`src/rtl/imod_pkg.sv`:
```
package imod_pkg;

  localparam int N_TMR        = 2;
  localparam int CTL_CLR_BIT  = 0;
  localparam int CTL_EN_BIT   = 1;
  localparam int CTL_TSEL_BIT = 2;

  typedef enum logic {
    TMR_BURST = 1'b0,
    TMR_IDLE  = 1'b1
  } tmr_kind_e;

  typedef struct packed {
    logic en;
    logic tsel;
  } tmr_ctl_t;

endpackage

```
`src/rtl/imod_timer.sv`:
```
module imod_timer
  import imod_pkg::*;
#(
  parameter int        CNT_W = 16,
  parameter tmr_kind_e KIND  = TMR_BURST
) (
  input  logic             clk,
  input  logic             rst_n,
  input  logic             ctl_we_i,
  input  logic             thr_we_i,
  input  logic [CNT_W-1:0] wdata_i,
  input  logic             cmpl_i,
  input  logic             pend_now_i,
  input  logic             fire_i,
  input  logic             tick_i,
  output logic             hit_o,
  output logic             en_o
);

  localparam logic [CNT_W-1:0] CNT_MAX = '1;
  localparam logic [CNT_W-1:0] CNT_ONE = CNT_W'(1);
  localparam bit               RESTART = (KIND == TMR_IDLE);

  function automatic logic may_step(input logic tsel, input logic tick);
    return tsel ? tick : 1'b1;
  endfunction

  function automatic logic [CNT_W-1:0] sat_inc(input logic [CNT_W-1:0] v);
    return (v == CNT_MAX) ? v : v + CNT_ONE;
  endfunction

  tmr_ctl_t         ctl_q;
  logic [CNT_W-1:0] thr_q;
  logic [CNT_W-1:0] cnt_q;
  logic [CNT_W-1:0] cnt_d;
  logic [CNT_W-1:0] cnt_eff;
  logic             adv;
  logic             restart;

  assign adv     = may_step(ctl_q.tsel, tick_i);
  assign restart = RESTART && cmpl_i;
  assign cnt_eff = restart ? '0 : cnt_q;
  assign hit_o   = ctl_q.en && pend_now_i && (cnt_eff >= thr_q);
  assign en_o    = ctl_q.en;

  always_comb begin
    cnt_d = cnt_q;
    if (ctl_we_i || !ctl_q.en || fire_i)
      cnt_d = '0;
    else if (restart)
      cnt_d = adv ? CNT_ONE : '0;
    else if (pend_now_i && adv)
      cnt_d = sat_inc(cnt_q);
  end

  always_ff @(posedge clk or negedge rst_n) begin
    if (!rst_n) begin
      ctl_q <= '0;
      thr_q <= '0;
      cnt_q <= '0;
    end else begin
      cnt_q <= cnt_d;
      if (ctl_we_i) begin
        if (wdata_i[CTL_CLR_BIT]) begin
          ctl_q <= '0;
        end else begin
          ctl_q.en   <= wdata_i[CTL_EN_BIT];
          ctl_q.tsel <= wdata_i[CTL_TSEL_BIT];
        end
      end
      if (thr_we_i && !ctl_q.en)
        thr_q <= wdata_i;
    end
  end

  // a disabled timer always rests at zero
  assert_off_count_zero_R2: assert property (@(posedge clk) disable iff (!rst_n)
    !ctl_q.en |-> (cnt_q == '0));

  // threshold cannot move under a running timer
  assert_thr_locked_R3: assert property (@(posedge clk) disable iff (!rst_n)
    (ctl_q.en && $past(ctl_q.en)) |-> $stable(thr_q));

  // a running count never passes its threshold
  assert_cnt_bounded_R5: assert property (@(posedge clk) disable iff (!rst_n)
    ctl_q.en |-> (cnt_q <= thr_q));

  // with strobe select, no strobe means no advance
  assert_hold_no_tick_R7: assert property (@(posedge clk) disable iff (!rst_n)
    (ctl_q.en && ctl_q.tsel && !tick_i && !ctl_we_i && !fire_i && !cmpl_i)
      |=> $stable(cnt_q));

endmodule

```
`src/rtl/imod_combine.sv`:
```
module imod_combine
  import imod_pkg::*;
(
  input  logic             clk,
  input  logic             rst_n,
  input  logic             cmpl_i,
  input  logic             hw_i,
  input  logic [N_TMR-1:0] hit_i,
  input  logic [N_TMR-1:0] en_i,
  output logic             pend_now_o,
  output logic             fire_o,
  output logic             done_o,
  output logic             risk_o
);

  logic pend_q;
  logic mod_on;
  logic tmr_fire;

  assign mod_on     = |en_i;
  assign tmr_fire   = |hit_i;
  assign pend_now_o = pend_q | cmpl_i;
  assign fire_o     = hw_i | (mod_on ? tmr_fire : cmpl_i);

  always_ff @(posedge clk or negedge rst_n) begin
    if (!rst_n) begin
      pend_q <= 1'b0;
      done_o <= 1'b0;
      risk_o <= 1'b0;
    end else begin
      pend_q <= mod_on & pend_now_o & ~fire_o;
      done_o <= fire_o;
      risk_o <= hw_i;
    end
  end

  // pass-through when moderation is off
  assert_raw_pass_R4: assert property (@(posedge clk) disable iff (!rst_n)
    (!mod_on && cmpl_i) |=> done_o);

  // overflow risk bypasses moderation
  assert_hw_bypass_R10: assert property (@(posedge clk) disable iff (!rst_n)
    hw_i |=> (done_o && risk_o));

  // a done pulse leaves nothing pending
  assert_done_clears_R9: assert property (@(posedge clk) disable iff (!rst_n)
    done_o |-> !pend_q);

  // no done without a cause
  assert_done_has_cause_R9: assert property (@(posedge clk) disable iff (!rst_n)
    $rose(done_o) |-> $past(pend_now_o || hw_i));

endmodule

```
`src/rtl/imod_pair.sv`:
```
module imod_pair
  import imod_pkg::*;
#(
  parameter int CNT_W = 16
) (
  input  logic             clk,
  input  logic             rst_n,
  input  logic             cfg_we,
  input  logic [1:0]       cfg_addr,
  input  logic [CNT_W-1:0] cfg_wdata,
  input  logic             cmpl_i,
  input  logic             us_tick_i,
  input  logic             hi_water_i,
  output logic             done_o,
  output logic             risk_o
);

  logic [N_TMR-1:0] hit;
  logic [N_TMR-1:0] en;
  logic             pend_now;
  logic             fire;

  for (genvar k = 0; k < N_TMR; k++) begin : g_tmr
    localparam logic      SEL  = 1'(k);
    localparam tmr_kind_e KIND = (k == 0) ? TMR_BURST : TMR_IDLE;
    logic ctl_we;
    logic thr_we;

    assign ctl_we = cfg_we && (cfg_addr[1] == SEL) && !cfg_addr[0];
    assign thr_we = cfg_we && (cfg_addr[1] == SEL) &&  cfg_addr[0];

    imod_timer #(.CNT_W(CNT_W), .KIND(KIND)) u_tmr (
      .clk        (clk),
      .rst_n      (rst_n),
      .ctl_we_i   (ctl_we),
      .thr_we_i   (thr_we),
      .wdata_i    (cfg_wdata),
      .cmpl_i     (cmpl_i),
      .pend_now_i (pend_now),
      .fire_i     (fire),
      .tick_i     (us_tick_i),
      .hit_o      (hit[k]),
      .en_o       (en[k])
    );
  end

  imod_combine u_comb (
    .clk        (clk),
    .rst_n      (rst_n),
    .cmpl_i     (cmpl_i),
    .hw_i       (hi_water_i),
    .hit_i      (hit),
    .en_i       (en),
    .pend_now_o (pend_now),
    .fire_o     (fire),
    .done_o     (done_o),
    .risk_o     (risk_o)
  );

endmodule

```
`config.mk`:
```
export PLATFORM = sky130hd
export DESIGN_NAME = imod_pair
export DESIGN_NICKNAME = d
export VERILOG_FILES = /design/src/rtl/imod_pkg.sv /design/src/rtl/imod_timer.sv /design/src/rtl/imod_combine.sv /design/src/rtl/imod_pair.sv
export SDC_FILE = /design/constraint.sdc
export NUM_CORES = 1
export LEC_CHECK = 0
export BUFFER_PORTS_ARGS = -buffer_cell sky130_fd_sc_hd__buf_2
export CORE_UTILIZATION = 40
export DETAILED_ROUTE_END_ITERATION = 16
export HOLD_SLACK_MARGIN = 0.12
export PLACE_DENSITY = 0.61
export REMOVE_ABC_BUFFERS = 1
export SLEW_MARGIN = 20
export SYNTH_ARGS = -nofsm -noshare
export SYNTH_HDL_FRONTEND = slang
export SYNTH_SLANG_ARGS = --single-unit
```
`constraint.sdc`:
```
create_clock -name clk -period 4.6 [get_ports clk]
set_clock_uncertainty 0.15 [all_clocks]
set_input_delay 0.92 -clock clk [delete_from_list [all_inputs] [get_ports clk]]
set_output_delay 0.92 -clock clk [all_outputs]
set_load 0.02 [all_outputs]
```
==> results of run 1 <==
-- registers in the layout (all words and copies together) (netlist names) --
| signal | count |
|---|---|
| u_comb.risk_o | 1 |
| g_tmr.u_tmr.thr_q | 32 |
| g_tmr.u_tmr.en_o | 2 |
| u_comb.done_o | 1 |
| g_tmr.u_tmr.cnt_eff | 16 |
| g_tmr.u_tmr.cnt_q | 16 |
| g_tmr.u_tmr.ctl_q | 2 |
| u_comb.pend_q | 1 |
-- final cells by class --
type,count,area share
sequential,71,0.362
clock inverter,7,0.0214
inverter,41,0.0314
tap,140,0.0357
multi-input combinational,317,0.495
clock buffer,9,0.0253
timing repair buffer,27,0.0286
-- cell usage in the layout (no fill, tap or decap), types with 13 or more instances in the layout --
master,count
ha_1,34
inv_1,41
xnor2_1,29
nor2b_1,13
nand3_1,15
nor3_1,28
a21oi_1,15
mux2_2,19
buf_2,25
nand2_1,35
o21ai_0,24
dfrtp_1,71
-- power by group --
group	switching (mW)	internal [mW]	total, mW
combinational	0.159	0.113	0.271
clock	0.267	0.312	0.579
sequential	0.0305	0.693	0.724
total	0.456	1.12	1.57
-- how the worst max path moves through the flow --
stage | from | to | slack [ns]
floorplan | cmpl_i | u_comb.done_o$_DFF_PN0_ | 1.42
detailed placement | cmpl_i | u_comb.done_o$_DFF_PN0_ | 0.79
global route | cmpl_i | u_comb.done_o$_DFF_PN0_ | 0.99
CTS | cmpl_i | u_comb.done_o$_DFF_PN0_ | 1.19
finish | cmpl_i | u_comb.done_o$_DFF_PN0_ | 1.17
global placement | cmpl_i | u_comb.done_o$_DFF_PN0_ | 0.88
-- per-stage QoR --
stage | setup slack [ns] | power [mW] | area (um2) | hold slack (ns) | instances
2_1_floorplan | 1.42 | 0.920 | 4350 | 0.330 | 429
3_3_place_gp | 0.881 | 0.999 | 4670 | 0.339 | 596
3_5_place_dp | 0.788 | 1.01 | 4670 | 0.344 | 596
4_1_cts | 1.19 | 1.60 | 4900 | 0.363 | 612
5_1_grt | 0.991 | 1.67 | 4900 | 0.376 | 612
6_report | 1.17 | 1.57 | 4900 | 0.359 | 612
-- cell families (layout without fill, tap and decap cells) --
kind of cell    Yosys count  count (layout)  share of synthesized area
simple gates            165             165                      0.227
flops                    71              71                      0.397
compound gates           68              68                      0.111
buf+inv                  58              84                     0.0612
fa+ha+maj                34              34                     0.0951
xor+xnor                 29              29                     0.0568
mux                      21              21                     0.0523
-- layer usage --
metal | GRT usage | vias to the layer above | share of wire
met2 | 0.312 | 54 | 0.50
li1 | - | 1629 | -
met3 | 0.0533 | 10 | 0.031
met1 | 0.238 | 1590 | 0.46
met4 | 0.0568 | 0 | 0.016
met5 | 0 | - | 0
-- synth_stat cells, types with 6 or more instances --
library cell | number | area share
a211oi_1 | 6 | 0.010
a21oi_1 | 15 | 0.017
and3_1 | 7 | 0.0098
buf_6 | 6 | 0.015
clkbuf_1 | 6 | 0.0050
dfrtp_1 | 71 | 0.40
ha_1 | 34 | 0.095
inv_1 | 41 | 0.034
mux2_2 | 19 | 0.048
nand2_1 | 35 | 0.029
nand2b_1 | 7 | 0.0098
nand3_1 | 15 | 0.017
nand4_1 | 9 | 0.013
nor2_1 | 11 | 0.0092
nor2b_1 | 13 | 0.018
nor3_1 | 29 | 0.032
nor3_2 | 11 | 0.025
o21ai_0 | 24 | 0.027
xnor2_1 | 29 | 0.057
-- worst reg2reg max path, stage by stage (launching register included) --
cell      delay (ns)
dfrtp_1         0.48
nand2b_1        0.12
ha_1            0.28
nand2b_4        0.13
a2111o_1        0.42
a311oi_2        0.36
a31oi_4         0.46
or2_2           0.47
==> flow_summary_export.csv, run 1 <==
group,metric,value,unit
outcome,outcome,"finished, final reports clean",
global_routing,grt_usage,0.189,
detailed_routing,firstDrtPassIters,4,
global_routing,grt_max_degree,44,
timing,final_max_slew_viol_count,0,
detailed_routing,ant_nets,0,
clock_network,cts.repair.resized,0,
cells_and_area,postLayoutCoreUtil,0.450,
clock_network,clkSinkCount,71,
placed_design,gp_congestion,0.845,
critical_path,arrival,3.53,ns
critical_path,reg2reg_setup_slack,1.61,ns
clock_network,cts_buffers,9,
yosys,ys_warn_count,0,
worst_hold_path,hold_class,"reg2reg",
yosys,synth_area_per_cell,10.0,um2
yosys,synth_async_sr_flop_share,1.00,
global_routing,grt_pass1_wl,16500,um
yosys,synth.distinct_cells,54,
timing,period_minus_slack,3.43,ns
critical_path,path_cells,"buf_2 -> nand2b_1 -> ha_1 -> nand2b_4 -> a2111o_1 -> a311oi_2 -> a31oi_4 -> or2_2",
critical_path,r2r-end,"u_comb.done_o$_DFF_PN0_",
global_routing,antenna_found_initial,0,
timing,final-setup-viol-count,0,
timing,tightest_slew,1.11,ns
die,io_pins,26,
yosys,synth-seq-cells,71,
critical_path,worst-path-buf-inv,1,
detailed_routing,vias_per_cell,5.36,
clock_network,root_buffer,"clkbuf_8",
detailed_routing,drc_errors,0,
worst_hold_path,holdCritStartpoint,"g_tmr[1].u_tmr.thr_q[4]$_DFFE_PN0P_",
critical_path,reg2reg_from,"g_tmr[1].u_tmr.cnt_q[0]$_DFFE_PN0P_",
cells_and_area,multi_input_area,0.00243,mm2
pwr,powerDensity,321,mW/mm2
cells_and_area,area_growth,9.59,%
worst_hold_path,whs_path_depth,1,
timing,maxSlewHeadroom,0.258,
timing,tns,0,ns
die,core,0.0109,mm2
die,start_util,0.411,
cells_and_area,drive_gt1_frac,0.199,
clock_network,clk_latency,0.37,ns
cells_and_area,final_nets,525,
critical_path,cp_max_fo,33,
cells_and_area,nFillCells,1054,
yosys,synth-edff-count,0,
timing,period_share,0.746,
critical_path,crit_family,"compound AO/OA/AOI/OAI gates",
critical_path,slowest_delay,0.46,ns
global_routing,grt_overflow,0,
placed_design,place_hpwl,7070,um
detailed_routing,drt_wl_total,9610,um
critical_path,path_depth,8,
yosys,ys_seq_area_frac,0.397,
timing,clock.fmax,291,MHz
critical_path,crit_slowest_cell,"a31oi_4",
pwr,vdd_drop_max,205,uV
yosys,synthFlopType,"dfrtp_1",
die,dieArea,0.0116,mm2
detailed_routing,routedWlPerCell,15.7,um
pwr,p_leak,2.06,nW
clock_network,ctsHtreeMaxLevel,3,
clock_network,cts_buffer_depth,2,
global_routing,grt_pass1_vias,3261,
clock_network,path_clk_slew,0.08,ns
detailed_routing,drt_iter0_drc,144,
worst_hold_path,min_to,"g_tmr[1].u_tmr.thr_q[4]$_DFFE_PN0P_",
die,chipWidth,108,um
timing,rsz0062_at_grt,"false",
placed_design,port_buffers,25,
die,dieHeight,108,um
cells_and_area,diodes,0,
cells_and_area,regArea,0.00178,mm2
critical_path,critical_path_required,4.70,ns
clock_network,post_cts_buffers,0,
job,maxCapViolations,0,
timing,hold_violations,0,
critical_path,startpoint_type,"input pin",
yosys,syn_area,0.00447,mm2
die,rows,38,
critical_path,critPathCaptureType,"flip-flop",
clock_network,postCtsHoldBufs,0,
critical_path,rr_worst_depth,7,
detailed_routing,vias,3283,
clock_network,cts_tree,"built",
yosys,syn_inst,446,
critical_path,crit_type,"in2reg",
Note: power is estimated with default switching activity, not from simulation.
==> run 2: changes to the inputs <==
==> constraint.sdc (replaced) <==
create_clock -name clk -period 3.3 [get_ports clk]
set_clock_uncertainty 0.15 [all_clocks]
set_input_delay 0.66 -clock clk [delete_from_list [all_inputs] [get_ports clk]]
set_output_delay 0.66 -clock clk [all_outputs]
set_load 0.02 [all_outputs]
==> run 2 against run 1 <==
  * Sequential cell count stayed put
  * Sequential power is 40% higher
  * Global-route usage is 0.82 points higher
  * Critical path type is now reg2reg
  * Core utilization is 0.39 points higher
  * Via count is 0.85% higher
  * Hold slack worse by 0.20 ns
==> flow_summary_export.csv, run 2 (synthesis gave the netlist of run 1 again) <==
group,metric,value,unit
placed_design,gp_congestion,0.826,
clock_network,ctsHtreeMaxLevel,3,
placed_design,post-place-ws,0.325,ns
die,dieArea,0.0116,mm2
die,rows,38,
detailed_routing,drc_errors,0,
timing,hold_violations,0,
die,core,0.0109,mm2
global_routing,grt_pass1_wl,17300,um
critical_path,path_cells,"nand2b_1 -> ha_1 -> nand2b_4 -> a2111o_1 -> a311oi_2 -> a31oi_4 -> buf_4 -> nor3_1",
timing,maxSlewHeadroom,0.313,
cells_and_area,top_register,"g_tmr.u_tmr.thr_q",
clock_network,cts_buffer_depth,2,
cells_and_area,mostFrequentLayoutCells,"dfrtp_1, inv_1, nand2_1, ha_1, xnor2_1",
clock_network,path_clk_slew,0.07,ns
timing,final_max_slew_viol_count,0,
detailed_routing,ant_nets,0,
global_routing,grt_overflow,0,
placed_design,port_buffers,25,
pwr,vdd_drop_max,322,uV
clock_network,cts_tree,"built",
detailed_routing,routedWlPerCell,16.0,um
worst_hold_path,hold_class,"in2async",
clock_network,postCtsHoldBufs,0,
timing,clock.fmax,379,MHz
cells_and_area,area_growth,10.5,%
timing,tns,0,ns
clock_network,root_buffer,"clkbuf_8",
clock_network,clkSinkCount,71,
pwr,powerDensity,442,mW/mm2
cells_and_area,nFillCells,1021,
pwr,p_leak,2.08,nW
detailed_routing,drt_iter0_drc,181,
critical_path,startpoint_type,"flip-flop",
job,maxCapViolations,0,
clock_network,cts_buffers,9,
critical_path,arrival,2.75,ns
clock_network,cts.repair.resized,0,
global_routing,grt_pass1_vias,3350,
critical_path,cp_max_fo,14,
timing,rsz0062_at_grt,"false",
cells_and_area,final_nets,530,
timing,tightest_slew,1.02,ns
timing,fin_ws,0.665,ns
cells_and_area,final_common_cell,"dfrtp_1",
die,chipWidth,108,um
die,start_util,0.411,
cells_and_area,drive_gt1_frac,0.205,
detailed_routing,firstDrtPassIters,6,
critical_path,critical_path_required,3.42,ns
global_routing,grt_max_degree,72,
clock_network,clk_latency,0.37,ns
timing,period_minus_slack,2.64,ns
timing,final-setup-viol-count,0,
detailed_routing,vias,3311,
cells_and_area,diodes,0,
detailed_routing,vias_per_cell,5.37,
global_routing,grt_usage,0.197,
pwr,finalPower,2.19,mW
outcome,outcome,"finished, final reports clean",
critical_path,crit_type,"reg2reg",
cells_and_area,largest_reg_flops,32,
clock_network,post_cts_buffers,0,
critical_path,slowest_delay,0.48,ns
detailed_routing,drt_wl_total,9900,um
placed_design,place_hpwl,7360,um
timing,period_share,0.799,
critical_path,crit_slowest_cell,"dfrtp_1",
global_routing,antenna_found_initial,0,
die,dieHeight,108,um
critical_path,critPathCaptureType,"flip-flop",
die,io_pins,26,
[run 2: changes by cell type in the layout (fill, tap and decap cells not counted), sizes merged]
cell | previous run | this run
buf | 27 | 32
clkbuf | 9 | 10
inv | 43 | 42
[run 2: layout make-up]
type                    instances  area (um2)  area share
clock buffers                  10         128      0.0258
clock inverters                 6        93.8      0.0190
inverters                      41         154      0.0311
multi-input cells             317        2430       0.491
flip-flops and latches         71        1780       0.359
well taps                     140         175      0.0354
repair buffers                 32         190      0.0385
[run 2: worst paths after layout]
path | startpoint | to | slack (ns) | depth (start not counted)
min | rst_n | g_tmr[1].u_tmr.cnt_q[15]$_DFFE_PN0P_ | 0.16 | 2
max reg2reg | g_tmr[1].u_tmr.cnt_q[0]$_DFFE_PN0P_ | g_tmr[1].u_tmr.cnt_q[10]$_DFFE_PN0P_ | 0.66 | 8
min in group clk | hi_water_i | u_comb.risk_o$_DFF_PN0_ | 0.31 | 1
max | g_tmr[1].u_tmr.cnt_q[0]$_DFFE_PN0P_ | g_tmr[1].u_tmr.cnt_q[10]$_DFFE_PN0P_ | 0.66 | 8
min reg2reg | g_tmr[1].u_tmr.thr_q[6]$_DFFE_PN0P_ | g_tmr[1].u_tmr.thr_q[6]$_DFFE_PN0P_ | 0.36 | 1
max in group asynchronous | rst_n | g_tmr[1].u_tmr.thr_q[3]$_DFFE_PN0P_ | 2.53 | 2
[run 2: critical path: cells and delay by family, from the launching register on]
family	cells	cell delay (ns)
DFF	1	0.48
and+or+nand+nor	3	0.48
AOI/OAI and AO/OA	3	0.93
buffers and inverters	1	0.22
adders and majority gates	1	0.28
[run 2: report_power, final]
group / total, mW / switching (mW) / leakage, nW / internal, mW
registers: 1.01 / 0.0453 / 0.919 / 0.967
clock network: 0.789 / 0.358 / 0.107 / 0.431
logic: 0.385 / 0.223 / 1.06 / 0.162
total: 2.19 / 0.626 / 2.08 / 1.56
[run 2: layer usage]
metal | part of all wire | GRT usage
met5 | 0 | 0
met4 | 0.017 | 0.0665
met3 | 0.031 | 0.0563
met2 | 0.48 | 0.310
met1 | 0.47 | 0.258
[run 2: stage by stage]
stage	hold WS (ns)	util	instances	instance area, um2
floorplan	0.214	-	429	4350
global placement	0.342	0.434	601	4720
detailed placement	0.345	0.434	601	4720
CTS	0.161	0.454	617	4950
global route	0.167	0.454	617	4950
finish	0.160	0.454	617	4950
==> run 3: changes to the inputs <==
--- a/config.mk
+++ b/config.mk
@@ -5,6 +5,7 @@
 export SDC_FILE = /design/constraint.sdc
 export NUM_CORES = 1
 export LEC_CHECK = 0
+export ABC_AREA = 1
 export BUFFER_PORTS_ARGS = -buffer_cell sky130_fd_sc_hd__buf_2
 export CORE_UTILIZATION = 40
 export DETAILED_ROUTE_END_ITERATION = 16
==> constraint.sdc (replaced) <==
create_clock -name clk -period 2.7 [get_ports clk]
set_clock_uncertainty 0.15 [all_clocks]
set_input_delay 0.54 -clock clk [delete_from_list [all_inputs] [get_ports clk]]
set_output_delay 0.54 -clock clk [all_outputs]
set_load 0.02 [all_outputs]
==> run 3 against run 2 <==
  * Hold slack gained 0.027 ns
  * Clock power grew 29%
  * Total power grew 27%
  * Sequential share of layout area shrank 0.76 points
  * Non-clock buffer count grew 6
  * Via count grew 15%
  * Area after synthesis shrank 0.39%
  * Global-route usage shrank 1.4 points
  * Largest cell class unchanged
  * Sequential power grew 24%
  * Synthesized cell count grew 37%
  * Routed wire length shrank 2.3%
  * Cell count grew 28%
==> flow_summary_export.csv, run 3 <==
group,metric,value,unit
critical_path,crit_family,"simple AND/OR/NAND/NOR gates",
yosys,synth-edff-count,0,
critical_path,path_cells,"buf_2 -> inv_1 -> nand2_1 -> ha_1 -> nand2_1 -> nor2_1 -> nor2_1 -> nand2_1 -> nand2_1 -> nand2_1 -> nand2_1 -> nand2_1 -> nand2_1 -> nand4_1 -> buf_12 -> nor2_1",
critical_path,startpoint_type,"input pin",
yosys,synth-seq-cells,71,
critical_path,cp_common_cell,"nand2_1",
cells_and_area,top_register,"g_tmr.u_tmr.thr_q",
yosys,yosys.area.top_type,"dfrtp_1",
yosys,ys_seq_area_frac,0.399,
worst_hold_path,hold_class,"in2reg",
critical_path,arrival,2.29,ns
global_routing,grt_pass1_vias,3618,
cells_and_area,diodes,0,
timing,tns,0,ns
die,dieArea,0.0116,mm2
global_routing,grt_use_met2,0.282,
die,io_pins,26,
yosys,ys_top_cells_by_area,"dfrtp_1, nand2_1, ha_1, inv_1, nor2_1",
clock_network,post_cts_buffers,0,
die,rows,38,
clock_network,cts_buffers,9,
detailed_routing,routedWlPerCell,12.3,um
critical_path,rr_worst_depth,13,
critical_path,crit_type,"in2reg",
critical_path,slowest_delay,0.29,ns
yosys,synthFlopType,"dfrtp_1",
timing,period_share,0.802,
global_routing,busiest_layer,"met2",
timing,maxSlewHeadroom,0.598,
timing,clock.fmax,462,MHz
cells_and_area,area_growth,13.4,%
clock_network,clk_latency,0.35,ns
timing,final-setup-viol-count,0,
cells_and_area,nFillCells,1107,
detailed_routing,vias,3804,
worst_hold_path,whs_path_depth,1,
global_routing,grt_max_degree,35,
timing,fin_ws,0.534,ns
yosys,syn_inst,610,
pwr,vdd_drop_max,367,uV
yosys,synth_area_per_cell,7.31,um2
detailed_routing,drt_iter0_drc,169,
cells_and_area,mostFrequentLayoutCells,"nand2_1, inv_1, nor2_1, dfrtp_1, o21ai_0",
die,core,0.0108,mm2
critical_path,worst-path-buf-inv,3,
detailed_routing,ant_nets,0,
placed_design,post-place-ws,0.180,ns
yosys,syn_area,0.00446,mm2
critical_path,r2r-end,"g_tmr[1].u_tmr.cnt_q[2]$_DFFE_PN0P_",
global_routing,antenna_found_initial,0,
outcome,outcome,"finished, final reports clean",
detailed_routing,firstDrtPassIters,5,
worst_hold_path,min_to,"u_comb.risk_o$_DFF_PN0_",
global_routing,met3_usage,0.0254,
critical_path,reg2reg_setup_slack,0.54,ns
timing,rsz0062_at_grt,"false",
critical_path,cp_max_fo,21,
yosys,synth_async_sr_flop_share,1.00,
placed_design,gp_congestion,0.809,
detailed_routing,drc_errors,0,
cells_and_area,drive_gt1_frac,0.0972,
die,start_util,0.411,
timing,period_minus_slack,2.17,ns
yosys,synth.distinct_cells,29,
timing,tightest_slew,0.603,ns
timing,hold_violations,0,
global_routing,grt_usage,0.183,
yosys,synthTopCellsByCount,"nand2_1, inv_1, nor2_1",
cells_and_area,largest_reg_flops,32,
pwr,p_leak,2.58,nW
cells_and_area,final_common_cell,"nand2_1",
job,maxCapViolations,0,
placed_design,place_hpwl,7310,um
critical_path,reg2reg_from,"g_tmr[0].u_tmr.cnt_eff[7]$_DFFE_PN0P_",
clock_network,cts_buffer_depth,2,
global_routing,grt_overflow,0,
global_routing,met1_usage,0.255,
clock_network,cts_tree,"built",
cells_and_area,final_nets,702,
yosys,ys_warn_count,0,
critical_path,critPathCaptureType,"flip-flop",
die,chipWidth,108,um
die,dieHeight,108,um
clock_network,path_clk_slew,0.07,ns
placed_design,port_buffers,25,
yosys,yosysMostFrequentCell,"nand2_1",
detailed_routing,vias_per_cell,4.83,
critical_path,crit_slowest_cell,"buf_2",
timing,final_max_slew_viol_count,0,
clock_network,ctsHtreeMaxLevel,3,
critical_path,critical_path_required,2.82,ns
yosys,yosys.area.top_type_share,0.399,
clock_network,root_buffer,"clkbuf_8",
global_routing,grt_pass1_wl,16700,um
pwr,powerDensity,548,mW/mm2
detailed_routing,drt_wl_total,9680,um
worst_hold_path,holdCritStartpoint,"hi_water_i",
clock_network,clkSinkCount,71,
[run 3: cell types whose count changed after synthesis, sizes merged, moves of 9 or more]
| cell | before | now |
|---|---|---|
| nand2 | 35 | 139 |
| nor2 | 11 | 94 |
| inv | 41 | 112 |
| nor3 | 40 | 7 |
| xnor2 | 29 | 4 |
| mux2 | 19 | 0 |
| nand4 | 9 | 26 |
| nand3 | 16 | 32 |
| o21ai | 24 | 40 |
| nor2b | 13 | 0 |
| xor2 | 0 | 11 |
| a2111oi | 9 | 0 |
[run 3: cell families (layout without fill, tap and decap cells)]
kind of cell | after synthesis | after routing | synth area share
AND/OR/NAND/NOR | 298 | 298 | 0.287
buffers and inverters | 127 | 165 | 0.111
flip-flops | 71 | 71 | 0.399
AO/OA/AOI/OAI | 65 | 65 | 0.0783
adder cells (fa/ha/maj) | 34 | 34 | 0.0955
XOR/XNOR | 15 | 15 | 0.0295
[run 3: timing repair]
item | in CTS | in global routing
hold buffers | 1 | 0
resized for setup | 0 | 0
hold endpoints to repair | 22 | 0
[run 3: stage by stage]
step                cells  cell area (um2)  total power, mW  hold slack, ns  utilization
CTS                   788             5050             2.80           0.164        0.466
detailed placement    772             4810             1.77           0.328        0.444
floorplan             595             4380             1.59          0.0944            -
global route          788             5050             2.95           0.170        0.466
finish                788             5050             2.77           0.187        0.466
global placement      772             4810             1.76           0.322        0.444
[run 3: layout make-up]
cell class              instances  area, um2  share of cell area
clock buffers                   9        124              0.0245
clock inverters                 6        110              0.0218
inverters                     112        420              0.0832
multi-input cells             412       2180               0.432
flip-flops and latches         71       1780               0.352
well taps                     140        175              0.0347
repair buffers                 38        263              0.0520
[run 3: power by group]
part           total [mW]  switching (mW)  internal, mW  leakage (nW)
combinational       0.499           0.309         0.190          1.53
clock                1.02           0.410         0.607         0.111
sequential           1.25          0.0701          1.18         0.936
total                2.77           0.789          1.98          2.58
[run 3: worst max-delay path by stage]
stage / startpoint / endpoint / slack, ns / depth (start not counted)
after CTS: g_tmr[0].u_tmr.cnt_eff[7]$_DFFE_PN0P_ / g_tmr[0].u_tmr.cnt_eff[11]$_DFFE_PN0P_ / 0.52 / 13
after detailed placement: cmpl_i / g_tmr[0].u_tmr.cnt_eff[11]$_DFFE_PN0P_ / 0.18 / 14
after global placement: cmpl_i / g_tmr[0].u_tmr.cnt_eff[12]$_DFFE_PN0P_ / 0.22 / 15
after global routing: cmpl_i / g_tmr[1].u_tmr.cnt_q[2]$_DFFE_PN0P_ / 0.28 / 16
after floorplan: cmpl_i / g_tmr[0].u_tmr.cnt_eff[0]$_DFFE_PN0P_ / 0.17 / 14
final: cmpl_i / g_tmr[1].u_tmr.cnt_q[2]$_DFFE_PN0P_ / 0.53 / 16
[run 3: metal layers]
| metal | vias up | wire (um) |
|---|---|---|
| met4 | 0 | 159 |
| met3 | 12 | 274 |
| met5 | - | 0 |
| met2 | 56 | 4370 |
| met1 | 1755 | 4870 |
| li1 | 1981 | - |
